`src/rtl/dpsig_pkg.sv`:
```
package dpsig_pkg;
  typedef enum logic [1:0] {
    OWN_NONE = 2'd0,
    OWN_A    = 2'd1,
    OWN_B    = 2'd2
  } owner_e;

  typedef struct packed {
    logic sem_wr;
    logic sem_rd;
    logic wval;
    logic mb_set;
    logic mb_clr;
  } port_cmd_t;
endpackage

```
`src/rtl/port_decode.sv`:
```
module port_decode
  import dpsig_pkg::*;
#(
  parameter int AW = 14,
  parameter int DW = 32
) (
  input  logic          cs_n,
  input  logic          sem_n,
  input  logic          rw_n,
  input  logic          oe_n,
  input  logic [AW-1:0] addr,
  input  logic [DW-1:0] wdata,
  output port_cmd_t     cmd
);
  localparam int LANES = DW / 8;
  localparam logic [AW-1:0] SET_ADR = '1;
  localparam logic [AW-1:0] CLR_ADR = SET_ADR - 1'b1;

  logic [LANES-1:0] lane_bit;
  for (genvar l = 0; l < LANES; l++) begin : g_lane
    assign lane_bit[l] = wdata[l*8];
  end

  logic sem_space, mem_space;
  assign sem_space = cs_n & ~sem_n;
  assign mem_space = ~cs_n & sem_n;

  always_comb begin
    cmd.sem_wr = sem_space & ~rw_n;
    cmd.sem_rd = sem_space & rw_n & ~oe_n;
    cmd.wval   = &lane_bit;
    cmd.mb_set = mem_space & ~rw_n & (addr == SET_ADR);
    cmd.mb_clr = mem_space & rw_n & ~oe_n & (addr == CLR_ADR);
  end
endmodule

```
`src/rtl/sem_flag.sv`:
```
module sem_flag
  import dpsig_pkg::*;
(
  input  logic   clk,
  input  logic   rst_n,
  input  logic   wr_a,
  input  logic   val_a,
  input  logic   wr_b,
  input  logic   val_b,
  output owner_e owner
);
  logic   req_a, req_b, req_a_n, req_b_n;
  owner_e own_n;

  always_comb begin
    req_a_n = wr_a ? ~val_a : req_a;
    req_b_n = wr_b ? ~val_b : req_b;
    own_n   = owner;
    if (owner == OWN_A && !req_a_n) own_n = OWN_NONE;
    if (owner == OWN_B && !req_b_n) own_n = OWN_NONE;
    if (own_n == OWN_NONE) begin
      if (req_a_n)      own_n = OWN_A;
      else if (req_b_n) own_n = OWN_B;
    end
  end

  always_ff @(posedge clk or negedge rst_n) begin
    if (!rst_n) begin
      req_a <= 1'b0;
      req_b <= 1'b0;
      owner <= OWN_NONE;
    end else begin
      req_a <= req_a_n;
      req_b <= req_b_n;
      owner <= own_n;
    end
  end


  single_owner_chk: assert property (@(posedge clk) disable iff (!rst_n)
    owner != 2'd3);

  tie_goes_a_chk: assert property (@(posedge clk) disable iff (!rst_n)
    (owner == OWN_NONE && wr_a && !val_a && wr_b && !val_b) |=> (owner == OWN_A));

  foreign_release_chk: assert property (@(posedge clk) disable iff (!rst_n)
    (owner == OWN_A && wr_b && !wr_a) |=> (owner == OWN_A));

  handover_chk: assert property (@(posedge clk) disable iff (!rst_n)
    (owner == OWN_A && req_b && !wr_b && wr_a && val_a) |=> (owner == OWN_B));
endmodule

```
`src/rtl/mailbox_irq.sv`:
```
module mailbox_irq (
  input  logic clk,
  input  logic rst_n,
  input  logic set_i,
  input  logic clr_i,
  output logic irq_o
);
  always_ff @(posedge clk or negedge rst_n) begin
    if (!rst_n)     irq_o <= 1'b0;
    else if (set_i) irq_o <= 1'b1;
    else if (clr_i) irq_o <= 1'b0;
  end


  raise_chk: assert property (@(posedge clk) disable iff (!rst_n)
    set_i |=> irq_o);

  clear_chk: assert property (@(posedge clk) disable iff (!rst_n)
    (clr_i && !set_i) |=> !irq_o);
endmodule

```
`src/rtl/dp_signal_hub.sv`:
```
module dp_signal_hub
  import dpsig_pkg::*;
#(
  parameter int AW   = 14,
  parameter int DW   = 32,
  parameter int NSEM = 8
) (
  input  logic          clk,
  input  logic          rst_n,
  input  logic          a_cs_n,
  input  logic          a_sem_n,
  input  logic          a_rw_n,
  input  logic          a_oe_n,
  input  logic [AW-1:0] a_addr,
  input  logic [DW-1:0] a_wdata,
  output logic [DW-1:0] a_rdata,
  output logic          a_rvalid,
  output logic          a_irq,
  input  logic          b_cs_n,
  input  logic          b_sem_n,
  input  logic          b_rw_n,
  input  logic          b_oe_n,
  input  logic [AW-1:0] b_addr,
  input  logic [DW-1:0] b_wdata,
  output logic [DW-1:0] b_rdata,
  output logic          b_rvalid,
  output logic          b_irq
);
  localparam int SW    = $clog2(NSEM);
  localparam int LANES = DW / 8;

  port_cmd_t cmd_a, cmd_b;
  owner_e    own [NSEM];
  logic [SW-1:0] idx_a, idx_b;

  assign idx_a = a_addr[SW-1:0];
  assign idx_b = b_addr[SW-1:0];

  port_decode #(.AW(AW), .DW(DW)) u_dec_a (
    .cs_n(a_cs_n), .sem_n(a_sem_n), .rw_n(a_rw_n), .oe_n(a_oe_n),
    .addr(a_addr), .wdata(a_wdata), .cmd(cmd_a));
  port_decode #(.AW(AW), .DW(DW)) u_dec_b (
    .cs_n(b_cs_n), .sem_n(b_sem_n), .rw_n(b_rw_n), .oe_n(b_oe_n),
    .addr(b_addr), .wdata(b_wdata), .cmd(cmd_b));

  for (genvar f = 0; f < NSEM; f++) begin : g_flag
    sem_flag u_flag (
      .clk(clk), .rst_n(rst_n),
      .wr_a(cmd_a.sem_wr && idx_a == SW'(f)), .val_a(cmd_a.wval),
      .wr_b(cmd_b.sem_wr && idx_b == SW'(f)), .val_b(cmd_b.wval),
      .owner(own[f]));
  end

  mailbox_irq u_mb_a (.clk(clk), .rst_n(rst_n),
    .set_i(cmd_b.mb_set), .clr_i(cmd_a.mb_clr), .irq_o(a_irq));
  mailbox_irq u_mb_b (.clk(clk), .rst_n(rst_n),
    .set_i(cmd_a.mb_set), .clr_i(cmd_b.mb_clr), .irq_o(b_irq));

  function automatic logic [DW-1:0] flag_word(input logic mine);
    logic [DW-1:0] w;
    w = '0;
    for (int l = 0; l < LANES; l++) w[l*8] = ~mine;
    return w;
  endfunction

  always_ff @(posedge clk or negedge rst_n) begin
    if (!rst_n) begin
      a_rvalid <= 1'b0;
      b_rvalid <= 1'b0;
      a_rdata  <= '0;
      b_rdata  <= '0;
    end else begin
      a_rvalid <= cmd_a.sem_rd;
      b_rvalid <= cmd_b.sem_rd;
      if (cmd_a.sem_rd) a_rdata <= flag_word(own[idx_a] == OWN_A);
      if (cmd_b.sem_rd) b_rdata <= flag_word(own[idx_b] == OWN_B);
    end
  end


  illegal_quiet_chk: assert property (@(posedge clk) disable iff (!rst_n)
    (!a_cs_n && !a_sem_n) |=> !a_rvalid);

  read_strobe_chk: assert property (@(posedge clk) disable iff (!rst_n)
    (a_cs_n && !a_sem_n && a_rw_n && !a_oe_n) |=> a_rvalid);
endmodule

```
`config.mk`:
```
export PLATFORM = sky130hd
export DESIGN_NAME = dp_signal_hub
export DESIGN_NICKNAME = d
export VERILOG_FILES = /design/src/rtl/dpsig_pkg.sv /design/src/rtl/port_decode.sv /design/src/rtl/sem_flag.sv /design/src/rtl/mailbox_irq.sv /design/src/rtl/dp_signal_hub.sv
export SDC_FILE = /design/constraint.sdc
export NUM_CORES = 1
export LEC_CHECK = 0
export ABC_AREA = 1
export BUFFER_PORTS_ARGS = -buffer_cell sky130_fd_sc_hd__buf_2
export CORE_UTILIZATION = 39
export CTS_BUF_LIST = sky130_fd_sc_hd__clkbuf_8 sky130_fd_sc_hd__clkbuf_16
export DETAILED_ROUTE_END_ITERATION = 7
export PLACE_DENSITY = 0.78
export SETUP_SLACK_MARGIN = 0.5
export SLEW_MARGIN = 20
export SYNTH_ARGS = -nofsm -noshare
export SYNTH_HDL_FRONTEND = slang
export SYNTH_SLANG_ARGS = --single-unit
```
`constraint.sdc`:
```
create_clock -name clk -period 0.8 [get_ports clk]
set_input_delay 0.04 -clock clk [delete_from_list [all_inputs] [get_ports clk]]
set_output_delay 0.04 -clock clk [all_outputs]
set_load 0.01 [all_outputs]
```
==> impl_metrics.toml, run 1 <==
[worst_setup_path]
timing.critical_path.fanout_max = 4
worstPathRequired_ns = 0.98
worst_path_dominant_cell_family = "flip-flops"
cpPeakStageDelay_ns = 0.42
worstPathCellList = "inv_1 > o21ai_0 > nor2_1 > nand2_1 > nand3_1 > nand2_1"
crit_top_cell = "nand2_1"
worst-endpoint-arrival_ns = 1.32
standard_cell_with_the_maximum_stage_delay_on_the_critical_path = "dfrtp_1"
timing_worst_setup_path_type = "flop to flop"
timing.critical_path.buf_inv = 1
crit_path_start_kind = "flop"
timing.critical_path.to_type = "flop"

[timing]
final_period_minus_worst_setup_slack_ns = 1.14
finalHoldViolCount = 38
slew_violations = 0
setup_ws_ns = -0.338
achievable-frequency_mhz = 879
post-route-period-util_pct = 142
skew_ns = 0.00840
rsz0062_at_grt = "true"
finalHoldWorstSlack_ns = -0.302
setup-violations-final = 31

[hold_path]
hp-class = "primary input to asynchronous set/reset pin"

[final_layout]
final-seq-area_sq_um = 956
fillerInstances = 554
combined_area_of_the_multi_input_logic_cells_sq_um = 1560
number_of_inserted_diodes = 0
fin_nets = 575
area_delta_synth_final_pct = 44.2
final_cells = 550
layout-drive-gt1-share_pct = 45.0

[floorplanning]
core_region_area_sq_um = 6390
floorplan_die_area_sq_um = 7020
io-pin-count = 170
die_width_um = 83.8
fp.dieH_um = 83.8
starting_density_pct = 40.8
num_rows = 29

[yosys]
avgSynthCellArea_sq_um = 7.20
synth_async_sr_flop_share_pct = 100
post_synth_instance_area_sq_um = 2610
dominantRegCellSynth = "dfrtp_1"
postSynthCellCount = 362
yosys_warnings = 0
synth-seq-area-share_pct = 36.5
ys_top_cells_by_area = "dfrtp_1 (36%), buf_4 (19%), nand2_1 (18%)"
synth_top_area_share_pct = 36.5
yosysTopAreaCell = "dfrtp_1"
synthDistinctLibCells = 26
synth_edf_count = 0
flop_and_latch_count_out_of_synthesis = 38

[detailed_routing]
routed-via-count = 2668
viasPerCell = 4.85
dr.first_iter.drc_count = 159
postRouteWirelength_um = 7250
met3RoutedLength_um = 426
firstDrtPassIters = 5
top_signal_layer_used = "met4"
wl_per_cell_um = 13.2
route.detailed.drc = 0
count_of_antenna_violating_nets_left_after_detailed_routing = 0
wl_met1_um = 2700
routed-wl-met2_um = 3830

[placed_design]
place_hpwl_um = 5140
pre_cts_slack_ns = -0.332
routabilityCongestion = 0.879
portbufs = 57
post-place-cells = 528

[clock_tree]
clock_buffers_created_by_tritoncts = 5
clock-root-buffer = "clkbuf_8"
cts_sinks = 38
cts.htree.levels = 2
clkSlewWorstSetupHoldPaths_ns = 0.07
clk-insertion-delay-late_ns = 0.29
tritoncts_clock_tree = "yes"
cts_buffer_depth = 2

[power]
p_per_area_nw_per_um2 = 1880
power.ir.vdd_worst_v = 0.00147
power.leakage_nw = 1.97
power.total_mw = 7.06

[grt]
grt_pass1_wl_um = 11100
grt_pass1_vias = 2453
maximum_number_of_pins_on_one_net_before_global_route_repair = 39
grt-ovfl-total = 0
track_usage_pct = 20.0
antenna_violations_before_repair = 0

[run]
max_cap_violation_count = 0

[outcome]
status = "finished with violations"
failing_checks = "negative hold slack, negative setup slack"
## cells in the mapped netlist, drive strengths merged (2+ instances only)
library cell and number:
nor3 3, nand4 13, nand3 39, inv 27, nor2 24, o21bai 4
and2 2, o21ai 15, buf 66, nand2 124, clkinv 2, dfrtp 38
## registers in the layout, summed over array words and instances (netlist names)
register	count
a_rdata	1
b_rvalid	1
u_mb_a.irq_o	1
g_flag.u_flag.owner	16
g_flag.u_flag.req_b	8
b_rdata	1
a_rvalid	1
g_flag.u_flag.req_a	8
u_mb_b.irq_o	1
## power breakdown
part	switching (mW)	internal, mW	total (mW)
clock network	0.648	0.671	1.32
registers	0.485	2.40	2.89
logic	1.44	1.42	2.85
total	2.57	4.49	7.06
## final cells by class
cell class / count / area share, %
clock buffers: 6 / 2.20
flip-flops and latches: 38 / 25.4
inverters: 29 / 4.06
multi-input cells: 284 / 41.5
clock inverters: 1 / 0.0998
repair buffers: 115 / 24.2
well taps: 77 / 2.56
## cells in the final DEF, fill, tap and decap left out, drive strengths merged
cell type  netlist  layout
buf             66     113
clkinvlp         0       1
a21oi            1       1
or2              1       1
nand2          124     124
conb             1      56
o21ai           15      15
nand3           39      39
clkbuf           0       8
nand4           13      13
nand3b           1       1
nor2            24      24
o21bai           4       4
a21boi           1       1
dfrtp           38      38
and2             2       2
clkinv           2       2
nor3             3       3
inv             27      27
## worst reg2reg max path, delay by kind of cell (launching register included)
kind                   cells  cell delay, ns
AOI/OAI and AO/OA          1            0.12
DFF                        1            0.42
buffers and inverters      1            0.12
and+or+nand+nor            4            0.37
## logic make-up (layout without fill, tap and decap cells)
logic type	count (synthesis)	in the layout	share of synthesized area [%]
AND/OR/NAND/NOR	207	207	35.3
buffers and inverters	95	151	23.1
flip-flops	38	38	36.5
AO/OA/AOI/OAI	21	21	4.94
other	1	56	0.144
## worst paths after layout
kind / from / endpoint / slack, ns / cells past startpoint
worst max-delay path: g_flag[4].u_flag.owner[1] / a_rdata[0] / -0.34 / 6
worst min-delay path: rst_n / g_flag[4].u_flag.owner[0] / -0.30 / 2
worst max register to register: g_flag[4].u_flag.owner[1] / a_rdata[0] / -0.34 / 6
worst min register to register: g_flag[1].u_flag.req_b / g_flag[1].u_flag.req_b / 0.49 / 2
max in group asynchronous: rst_n / g_flag[1].u_flag.owner[1] / 0.88 / 2
min in group clk: b_oe_n / b_rdata[0] / 0.09 / 5
## what timing repair did
| item | in CTS | in global routing |
|---|---|---|
| setup buffers | 9 | 6 |
| gates resized for setup | 53 | 36 |
| endpoints found under the hold margin | 38 | 38 |
| endpoints found under the setup margin | 50 | 50 |
| pin swaps | 33 | 17 |
## metal layers
layer  up-vias  global-route usage [%]
met5         -                       0
met4         0                    9.09
met3        35                    3.46
met2       118                    35.7
met1      1259                    23.4
li1       1256                       -
## metrics by stage
stage	hold slack, ns	util [%]	area (sq um)	TNS, ns
2_1_floorplan	-0.256	-	3030	-0.317
3_3_place_gp	0.0178	50.6	3230	-6.21
3_5_place_dp	0.0172	50.6	3230	-7.18
4_1_cts	-0.289	56.2	3590	-2.54
5_1_grt	-0.281	58.9	3760	-3.89
6_report	-0.302	58.9	3760	-2.96
Power figures use the tool's default switching activity.
==> run 2: changes to the inputs <==
==> constraint.sdc (replaced) <==
create_clock -name clk -period 0.8 [get_ports clk]
set_input_delay 0.12 -clock clk [delete_from_list [all_inputs] [get_ports clk]]
set_output_delay 0.12 -clock clk [all_outputs]
set_load 0.01 [all_outputs]
==> impl_metrics.toml, run 2 (same netlist as run 1, synthesis figures left out) <==
[detailed_routing]
postRouteWirelength_um = 7750
route.detailed.drc = 0
dr.first_iter.drc_count = 271
count_of_antenna_violating_nets_left_after_detailed_routing = 0
firstDrtPassIters = 5
routed-via-count = 2756
viasPerCell = 4.99
wl_per_cell_um = 14.0

[floorplanning]
core_region_area_sq_um = 6390
fp.dieH_um = 83.8
die_width_um = 83.8
floorplan_die_area_sq_um = 7020
io-pin-count = 170
num_rows = 29
starting_density_pct = 40.8

[timing]
finalHoldViolCount = 38
achievable-frequency_mhz = 896
slew_violations = 0
setup_ws_ns = -0.316
setup-violations-final = 33
rsz0062_at_grt = "true"
post-route-period-util_pct = 140
finalHoldWorstSlack_ns = -0.223
final_period_minus_worst_setup_slack_ns = 1.12
skew_ns = 0.00862

[worst_setup_path]
worst-endpoint-arrival_ns = 1.31
crit_path_start_kind = "flop"
worstPathCellList = "nand3_1 > nand2_1 > nor2_1 > nand3_1 > nand3_1 > nand2_1"
crit_top_cell = "nand3_1"
timing.reg2reg.setup_slack_ns = -0.32
worst_path_dominant_cell_family = "simple AND/OR/NAND/NOR gates"
cpPeakStageDelay_ns = 0.44
timing.critical_path.buf_inv = 0
timing.critical_path.fanout_max = 3
timing_worst_setup_path_type = "flop to flop"
timing.critical_path.to_type = "flop"
standard_cell_with_the_maximum_stage_delay_on_the_critical_path = "dfrtp_1"
worstPathRequired_ns = 1.00

[final_layout]
fin_nets = 576
layout-drive-gt1-share_pct = 47.2
layout.cells.most_common_list = "nand2_1 (93), conb_1 (56), buf_2 (40)"
number_of_inserted_diodes = 0
stdcell_area_sq_um = 3890
layout_top_registers = "g_flag.u_flag.owner (16), g_flag.u_flag.req_a (8), g_flag.u_flag.req_b (8)"
layout_commonest_cell = "nand2_1"
max_flop_register = "g_flag.u_flag.owner"
largest_reg_flops = 16
final_cells = 552
fillerInstances = 494
area_delta_synth_final_pct = 49.3

[grt]
grt-ovfl-total = 0
maximum_number_of_pins_on_one_net_before_global_route_repair = 39
grt_pass1_wl_um = 11000
antenna_violations_before_repair = 0
grt_pass1_vias = 2428
track_usage_pct = 19.7

[power]
power.leakage_nw = 2.00
power.ir.vdd_worst_v = 0.00112
p_per_area_nw_per_um2 = 2030

[placed_design]
place_hpwl_um = 4820
place_area_sq_um = 3190
post-place-cells = 527
routabilityCongestion = 0.888
portbufs = 57

[clock_tree]
tritoncts_clock_tree = "yes"
cts_sinks = 38
cts_buffer_depth = 2
clkSlewWorstSetupHoldPaths_ns = 0.08
clock_buffers_created_by_tritoncts = 5
clock-root-buffer = "clkbuf_8"
cts.htree.levels = 2
clk-insertion-delay-late_ns = 0.30

[outcome]
failing_checks = "negative hold slack, negative setup slack"
status = "finished with violations"

[run]
max_cap_violation_count = 0

[hold_path]
hp-class = "primary input to asynchronous set/reset pin"
-- run 2: cell count changes in the layout (fill, tap and decap cells not counted), sizes merged --
cell      change
clkinvlp      -1
clkbuf        -1
bufinv        +2
inv           +1
buf           +1
-- run 2: cell type report --
| type | instances | area, sq um | area share [%] |
|---|---|---|---|
| clock buffer | 5 | 68.8 | 1.77 |
| timing repair buffer | 116 | 952 | 24.5 |
| tap | 77 | 96.3 | 2.48 |
| sequential | 38 | 956 | 24.6 |
| multi-input combinational | 284 | 1590 | 40.8 |
| inverter | 29 | 161 | 4.15 |
| clock inverter | 3 | 68.8 | 1.77 |
-- run 2: through the flow --
step / utilization [%] / setup slack [ns] / setup TNS (ns) / power [mW]
global route: 61.0 / -0.378 / -5.74 / 8.26
finish: 61.0 / -0.316 / -4.68 / 7.89
global placement: 50.0 / -0.348 / -8.51 / 4.80
floorplan: - / -0.106 / -1.39 / 4.26
detailed placement: 50.0 / -0.404 / -9.59 / 4.87
CTS: 56.0 / -0.206 / -3.54 / 7.11
-- run 2: repair_timing --
| item | in CTS | in global routing |
|---|---|---|
| cloned | 0 | 0 |
| hold endpoints to repair | 38 | 38 |
| buffers inserted | 6 | 11 |
| setup endpoints to repair | 50 | 50 |
| pin swaps | 32 | 26 |
| gates resized for setup | 55 | 58 |
-- run 2: worst paths after layout --
check	startpoint	to	depth (start not counted)
max	g_flag[1].u_flag.owner[0]	b_rdata[0]	6
max in group asynchronous	rst_n	g_flag[7].u_flag.owner[1]	2
min reg2reg	g_flag[5].u_flag.req_a	g_flag[5].u_flag.req_a	2
min in group clk	a_rw_n	u_mb_b.irq_o	4
max reg2reg	g_flag[1].u_flag.owner[0]	b_rdata[0]	6
min	rst_n	g_flag[2].u_flag.owner[1]	2
-- run 2: power breakdown --
part / internal, mW / leakage [nW] / switching (mW)
combinational: 1.49 / 1.49 / 1.51
clock: 1.25 / 0.0683 / 0.745
sequential: 2.39 / 0.444 / 0.501
total: 5.14 / 2.00 / 2.76
-- run 2: layer usage --
| metal | GRT usage (%) | vias up | part of all wire [%] |
|---|---|---|---|
| met5 | 0 | - | 0 |
| met4 | 11.1 | 0 | 4.7 |
| met3 | 3.66 | 41 | 4.8 |
| met2 | 35.2 | 141 | 53 |
| met1 | 21.9 | 1311 | 37 |
| li1 | - | 1263 | - |
